### src/rtl/slot_seq_pkg.sv
package slot_seq_pkg;

  typedef enum logic [2:0] {
    SQ_IDLE    = 3'd0,
    SQ_ASSERT  = 3'd1,
    SQ_HOLD    = 3'd2,
    SQ_CTRL_UP = 3'd3,
    SQ_PIN_UP  = 3'd4,
    SQ_READY   = 3'd5
  } sq_state_e;

  // One-cycle commands from the sequencer to the output bank
  typedef struct packed {
    logic drop_rst;
    logic raise_pwr;
    logic free_ctrl;
    logic free_pin;
    logic flag_done;
  } sq_cmd_t;

  // Settling window in clock cycles, never below one
  function automatic int unsigned calc_hold(input int unsigned hz, input int unsigned ms);
    int unsigned raw;
    raw = (hz / 1000) * ms;
    return (raw == 0) ? 1 : raw;
  endfunction

endpackage

### src/rtl/slot_hold_timer.sv
module slot_hold_timer #(
  parameter int unsigned HOLD_CYC = 1
) (
  input  logic clk,
  input  logic rst_n,
  input  logic load_i,
  input  logic run_i,
  output logic expired_o
);

  localparam int unsigned CNT_W = $clog2(HOLD_CYC + 1);
  localparam logic [CNT_W-1:0] LOAD_VAL = CNT_W'(HOLD_CYC - 1);

  logic [CNT_W-1:0] cnt_q;
  logic [CNT_W-1:0] cnt_d;
  logic             cnt_en;

  // next-state: load on power-up, count down while holding
  always_comb begin
    cnt_en = 1'b0;
    cnt_d  = cnt_q;
    if (load_i) begin
      cnt_en = 1'b1;
      cnt_d  = LOAD_VAL;
    end else if (run_i && (cnt_q != '0)) begin
      cnt_en = 1'b1;
      cnt_d  = cnt_q - CNT_W'(1);
    end
  end

  always_ff @(posedge clk or negedge rst_n) begin
    if (!rst_n) begin
      cnt_q <= '0;
    end else if (cnt_en) begin
      cnt_q <= cnt_d;
    end
  end

  assign expired_o = (cnt_q == '0);

endmodule

### src/rtl/slot_seq_fsm.sv
module slot_seq_fsm
  import slot_seq_pkg::*;
(
  input  logic    clk,
  input  logic    rst_n,
  input  logic    start_i,
  input  logic    shutdown_i,
  input  logic    expired_i,
  output sq_cmd_t cmd_o,
  output logic    hold_o
);

  sq_state_e st_q;
  sq_state_e st_d;
  sq_cmd_t   cmd;

  always_comb begin
    st_d = st_q;
    cmd  = '0;
    if (shutdown_i) begin
      // shutdown outranks everything, including a start in the same cycle
      cmd.drop_rst = 1'b1;
      st_d         = SQ_IDLE;
    end else begin
      unique case (st_q)
        SQ_IDLE, SQ_READY: begin
          if (start_i) begin
            cmd.drop_rst = 1'b1;
            st_d         = SQ_ASSERT;
          end
        end
        SQ_ASSERT: begin
          cmd.raise_pwr = 1'b1;
          st_d          = SQ_HOLD;
        end
        SQ_HOLD: begin
          if (expired_i) begin
            cmd.free_ctrl = 1'b1;
            st_d          = SQ_CTRL_UP;
          end
        end
        SQ_CTRL_UP: begin
          cmd.free_pin = 1'b1;
          st_d         = SQ_PIN_UP;
        end
        SQ_PIN_UP: begin
          cmd.flag_done = 1'b1;
          st_d          = SQ_READY;
        end
        default: st_d = SQ_IDLE;
      endcase
    end
  end

  always_ff @(posedge clk or negedge rst_n) begin
    if (!rst_n) begin
      st_q <= SQ_IDLE;
    end else begin
      st_q <= st_d;
    end
  end

  assign cmd_o  = cmd;
  assign hold_o = (st_q == SQ_HOLD);

endmodule

### src/rtl/slot_out_bank.sv
module slot_out_bank
  import slot_seq_pkg::*;
(
  input  logic    clk,
  input  logic    rst_n,
  input  sq_cmd_t cmd_i,
  output logic    pwr_en_o,
  output logic    ctrl_rst_n_o,
  output logic    board_rst_n_o,
  output logic    done_o
);

  logic pwr_q, ctrl_q, pin_q, done_q;
  logic pwr_en, ctrl_en, pin_en, done_en;
  logic pwr_d, ctrl_d, pin_d, done_d;

  // enables and data: a drop command forces 0, a release command forces 1
  always_comb begin
    pwr_en  = cmd_i.raise_pwr;
    pwr_d   = 1'b1;
    ctrl_en = cmd_i.drop_rst | cmd_i.free_ctrl;
    ctrl_d  = ~cmd_i.drop_rst;
    pin_en  = cmd_i.drop_rst | cmd_i.free_pin;
    pin_d   = ~cmd_i.drop_rst;
    done_en = cmd_i.drop_rst | cmd_i.flag_done;
    done_d  = ~cmd_i.drop_rst;
  end

  always_ff @(posedge clk or negedge rst_n) begin
    if (!rst_n) begin
      pwr_q  <= 1'b0;
      ctrl_q <= 1'b0;
      pin_q  <= 1'b0;
      done_q <= 1'b0;
    end else begin
      if (pwr_en)  pwr_q  <= pwr_d;
      if (ctrl_en) ctrl_q <= ctrl_d;
      if (pin_en)  pin_q  <= pin_d;
      if (done_en) done_q <= done_d;
    end
  end

  assign pwr_en_o      = pwr_q;
  assign ctrl_rst_n_o  = ctrl_q;
  assign board_rst_n_o = pin_q;
  assign done_o        = done_q;

endmodule

### src/rtl/slot_reset_sequencer.sv
module slot_reset_sequencer
  import slot_seq_pkg::*;
#(
  parameter int unsigned CLK_HZ  = 100_000_000,
  parameter int unsigned HOLD_MS = 100
) (
  input  logic clk,
  input  logic rst_n,
  input  logic start_i,
  input  logic shutdown_i,
  output logic slot_pwr_en_o,
  output logic ctrl_rst_n_o,
  output logic board_rst_n_o,
  output logic seq_done_o
);

  localparam int unsigned HOLD_CYC = calc_hold(CLK_HZ, HOLD_MS);

  sq_cmd_t cmd;
  logic    hold_run;
  logic    hold_expired;

  slot_seq_fsm u_fsm (
    .clk        (clk),
    .rst_n      (rst_n),
    .start_i    (start_i),
    .shutdown_i (shutdown_i),
    .expired_i  (hold_expired),
    .cmd_o      (cmd),
    .hold_o     (hold_run)
  );

  slot_hold_timer #(
    .HOLD_CYC (HOLD_CYC)
  ) u_timer (
    .clk       (clk),
    .rst_n     (rst_n),
    .load_i    (cmd.raise_pwr),
    .run_i     (hold_run),
    .expired_o (hold_expired)
  );

  slot_out_bank u_bank (
    .clk           (clk),
    .rst_n         (rst_n),
    .cmd_i         (cmd),
    .pwr_en_o      (slot_pwr_en_o),
    .ctrl_rst_n_o  (ctrl_rst_n_o),
    .board_rst_n_o (board_rst_n_o),
    .done_o        (seq_done_o)
  );

endmodule

### config.mk
export PLATFORM = sky130hd
export DESIGN_NAME = slot_reset_sequencer
export DESIGN_NICKNAME = d
export VERILOG_FILES = /design/src/rtl/slot_seq_pkg.sv /design/src/rtl/slot_hold_timer.sv /design/src/rtl/slot_seq_fsm.sv /design/src/rtl/slot_out_bank.sv /design/src/rtl/slot_reset_sequencer.sv
export SDC_FILE = /design/constraint.sdc
export NUM_CORES = 1
export LEC_CHECK = 0
export BUFFER_PORTS_ARGS = -buffer_cell sky130_fd_sc_hd__buf_4
export CORE_ASPECT_RATIO = 2
export CORE_UTILIZATION = 60
export DETAILED_ROUTE_END_ITERATION = 10
export PLACE_DENSITY = 0.81
export SYNTH_ARGS = -nofsm -noshare
export SYNTH_HDL_FRONTEND = slang
export SYNTH_SLANG_ARGS = --single-unit
### constraint.sdc
create_clock -name clk -period 3.7 [get_ports clk]
set_input_delay 0 -clock clk [delete_from_list [all_inputs] [get_ports clk]]
set_output_delay 0 -clock clk [all_outputs]
set_load 0.005 [all_outputs]
* Yosys cells after proc, flatten, opt, wreduce, memory -nomap -nowiden
Index checks and enable logic that the tools add are counted.
** Storage, ports and cells
- Register bits after elaboration :: 31
- Bits of input ports :: 4
- Output and inout port bits :: 4
- Word-level logic and storage cells :: 43
** Cells by class
- $add $sub $neg :: 1
- Mux-type cells :: 17
- Equal/unequal tests :: 7
- Reduce and logical (&&, ||, !) cells :: 8
- Bitwise operators :: 4
** Operators with widths (count)
- $mux W24 :: 2
- $logic_not A24 Y1 :: 1
- $reduce_bool A24 Y1 :: 1
- $sub A24 B1 Y24 const B :: 1
- $pmux W3 S5 :: 1
- $mux W1 :: 10
- $mux W3 :: 3
- $eq A3 B2 Y1 const B :: 2
- $eq A3 B3 Y1 const B :: 2
- $ne A3 B3 Y1 const B :: 2
- $mux W4 :: 1
- $reduce_and A2 Y1 :: 2
- $eq A3 B1 Y1 const B :: 1
- $logic_not A3 Y1 :: 1
- $or A1 B1 Y1 :: 3
- $reduce_bool A2 Y1 :: 1
- $reduce_or A2 Y1 :: 1
- $logic_and A1 B1 Y1 :: 1
- $not A1 Y1 :: 1

* Longest topological paths before layout
- Depth after elaboration :: 6
- Mapped depth :: 8
- Mapped depth without buffers :: 7

* Hierarchy
From an unflattened synthesis, not the netlist that was laid out.
** Unflattened totals
- Cell total of the unflattened synthesis :: 174
- Area total of the unflattened synthesis :: 1726.7 sq um
** By module, submodules not included
- slot_hold_timer :: times used 1, area an instance 1381.3 sq um, cells an instance 144, seq. area each 600.6 sq um
- slot_seq_fsm :: times used 1, area an instance 209.0 sq um, cells an instance 22, seq. area each 75.1 sq um
- slot_out_bank :: times used 1, area an instance 136.4 sq um, cells an instance 8, seq. area each 100.1 sq um

* Worst setup path before layout
No wires, ideal clock.
- Path kind :: reg-to-reg
- From :: register u_timer.cnt_q[0]
- To :: register u_timer.cnt_q[21]
- Setup time :: 0.151 ns
- Arrival :: 1.780 ns
- Required time :: 3.549 ns
- Cell stages (with the launch flop) :: 9
- Setup slack :: 1.768 ns
- Buffers on the path :: 1
- Period minus slack after synthesis :: 1.932 ns
- Cell sequence :: dfrtp_1 > inv_1 > ha_1 > nor3b_1 > nand4_2 > clkbuf_1 > and4bb_1 > xnor2_1 > nor2_1
** Between the ends
- Longest elaborated chain between the ends :: 5
- Elaborated cells on any way between the ends :: 9
- Those cells by class :: 1 x add/sub; 4 x mux; 4 x reduce/logical
** Ends and longest elaborated chain
- start: declaration :: RTL line slot_hold_timer.sv:14 : logic [CNT_W-1:0] cnt_q;
- start signal: assignment :: RTL line slot_hold_timer.sv:35 : cnt_q <= cnt_d;
- branches (longest 5 deep; another with $sub A24 B1 Y24)
Parallel ways; which one is timed is not known. The select of a mux whose other input is x is not followed.
A chain may end at the register's enable or synchronous reset.

* Worst setup path in the final report
- From :: register u_timer.cnt_q[0]
- To :: register u_timer.cnt_q[15]
Same word-level chain as after synthesis.

==> results.md <==
- Max-slew headroom: 21.3%
- Clock Latency Late Sink: roughly 280 ps
- Vias per inst: about 6.5
- Vias in the first global route: 1356
- Setup TNS: 0 ps
- CTS Root Cell: clkbuf_8
- PortBufs: 7
- Placement Cell Area: 1770 um^2
- Hold Crit Class: in -> reg
- Routed WL: between 3000 and 4000 um
- DR vias: 1338
- Share of Yosys cell area claimed by the top area cell type: 44.9%
- Crit path max-delay family: simple AND/OR/NAND/NOR gates
- Area of the multi-input gates: 891 um^2
- Worst path slowest cell: nand4_2
- Reg area: 776 um^2
- Initial antenna violation count: 0
- Most frequent cells in the layout: 31 x dfrtp_1, 18 x nor2_1, 14 x nand2_1, 8 x xor2_1, 7 x buf_4
- CTS tree: done
- P per Cell Area: 383 nW/um^2
- Commonest non-fill, non-tap cell in the layout: dfrtp_1
- Die H: 77.9 um
- Last element of the critical path: u_timer.cnt_q[15]
- Setup Buffers After CTS: 0
- CP Launch Type: flip-flop
- Total power: 714 uW
- Cell Area, Synth: 1730 um^2
- Outcome: completed
- Antenna-violating nets left: 0
- DRC: 0
- Initial core utilization: between 60% and 70%
- DRT Pass-1 Iters: 4
- Leak: roughly 0.72 nW
- WL per Instance: 16.5 um
- Arrival @ worst endpoint: 2560 ps
- Syn Area/Cell: 10.1 um^2
- Clock Skew: a little over 2 ps
- Core area: 2740 um^2
- # clock sinks: 31
- Synth Instances: 171
- Critical path type: reg -> reg
- RR Startpoint: u_timer.cnt_q[0]
- Max rail drop VDD: 323 uV
- Maxcap violations: 0
- Number of enable flip-flop cells after synthesis: 0
- Grt ovf: 0
- Setup Viol. Count Final: 0
- Crit Path Max Fanout: 15
- First-pass GRT wire length: 5810 um
- Critical Path RT: 3860 ps
- R2R setup slack: 1290 ps
- Unrepaired setup endpoints after global routing: false
- I/O Pins: 8
- Count of cell types in the netlist: 49
- Sequential fraction of the synthesis area: 44.9%
- Iter 0 DRT Violations: 28
- Synth warnings: 0
- Hold buffers post-CTS: 2
- CTS max path bufs: 2
- Fin crit period: 2410 ps
- Slew Limit Fails: 0
- Cell taking the most area after synthesis: dfrtp_1
- CTS resizes: 0
- Layout net count: roughly 190
- Crit path depth: 7
- Final period util: 65.1%
- Layout overhead on the synthesized area: 7.82%
- Design Area, Final: between 1500 and 2000 um^2
- Row Count: 27
- Critical path's largest stage delay: around 440 ps
- H-tree depth: 2
- Antenna diodes: 0
- Maximum clock rate: 415 MHz
- Layout cells sized above 1: ~15%
- Die Width: 39.9 um
- Count of filler cells inserted in the layout: 205
- DP HPWL: 2550 um
- Slew @ Worst Pin: 1170 ps
- Synth area leaders: dfrtp_1 45%, xor2_1 4.1%, nor2_1 3.9%
- Endpoint class of the critical path: flip-flop
- CP Cell Sequence: inv_1, ha_1, nor3b_1, nand4_2, o21ai_2, nor4_1, or3_1
- Worst-path clk slew: 60 ps
- Flops & latches, synth: 31
- Reg2reg path depth: 7
- Syn Nets: approximately 180
- Primary FF master, synth: dfrtp_1
- R2r endpoint: u_timer.cnt_q[15]
- WP buf/inv: 1
- Critical Path Start: u_timer.cnt_q[0]
- Post-synth ARST share: 100%
- Total global-route track usage: 26.4%
- DIE AREA: 3110 um^2
- Total CTS buffers: 5
- Largest net degree at the start of global routing: 32
- Routability cong.: 0.818
- Final Hold Viols: 0
## synth_stat cells (all sizes together), types with 3 or more instances
library cell,number
nand3,7
nor2,19
mux2i,3
nor4,7
nand4,5
dfrtp,31
o31ai,3
inv,4
buf,4
xor2,8
a21oi,6
or3,5
o21ai,10
nor3,7
xnor2,3
nand2,14
or4,5
clkbuf,4
## tightest hold or removal path, stage by stage
cell	delay [ps]
buf_4	90
a21oi_1	60
nor2_1	90
o21ba_1	130
## per-stage QoR
stage / setup slack (ps) / hold slack (ps) / util [%] / cells
2_1_floorplan: 1770 / -296 / - / 171
3_3_place_gp: 1460 / -54.4 / 64.7 / 199
3_5_place_dp: 1310 / -46.9 / 64.7 / 199
4_1_cts: 1300 / 123 / 68.1 / 207
5_1_grt: 1150 / 156 / 68.1 / 207
6_report: 1290 / 125 / 68.1 / 207
## per-layer routing
metal | track usage, % | vias to the layer above | wire length (um)
met5 | 0 | - | 0
met3 | 6.57 | 11 | 92
met2 | 43.2 | 29 | 1900
met4 | 13.1 | 0 | 119
met1 | 29.5 | 659 | 1310
li1 | - | 639 | -
## worst min-delay path by stage
stage	to	from	cells after the start	slack (ps)
4_1_cts	u_fsm.st_q[0]	start_i	4	120
3_5_place_dp	u_timer.cnt_q[18]	rst_n	1	-50
5_1_grt	u_bank.done_o	start_i	3	160
3_3_place_gp	u_timer.cnt_q[18]	rst_n	1	-50
2_1_floorplan	u_bank.board_rst_n_o	rst_n	0	-300
6_report	u_fsm.st_q[0]	start_i	4	130
## cell type report
type	count	area share (%)
Multi-Input combinational cell	128	47.8
Sequential cell	31	41.6
Clock buffer	6	3.90
Timing Repair Buffer	9	3.90
Tap cell	29	1.95
Inverter	4	0.806
## flip-flops by register name, summed over array words and instances (netlist names)
signal / count
u_bank.pwr_en_o: 1
u_bank.board_rst_n_o: 1
u_bank.ctrl_rst_n_o: 1
u_fsm.st_q: 3
u_timer.cnt_q: 24
u_bank.done_o: 1
## report_power, final
group,internal (mW),leakage (nW),switching [mW]
clock,0.125,0.0371,0.113
sequential,0.360,0.357,0.0245
combinational,0.0347,0.326,0.0559
## logic make-up (layout without fill, tap and decap cells)
| logic type | count (synthesis) | in the layout | share of synthesized area [%] |
|---|---|---|---|
| xor gates and xnor gates | 11 | 11 | 5.58 |
| and+or+nand+nor | 83 | 83 | 31.1 |
| DFF | 31 | 31 | 44.9 |
| muxes | 3 | 3 | 1.74 |
| buffers and inverters | 12 | 19 | 3.55 |
| AOI/OAI and AO/OA | 29 | 29 | 11.7 |
| adders and majority gates | 2 | 2 | 1.45 |
Power figures use the tool's default switching activity.
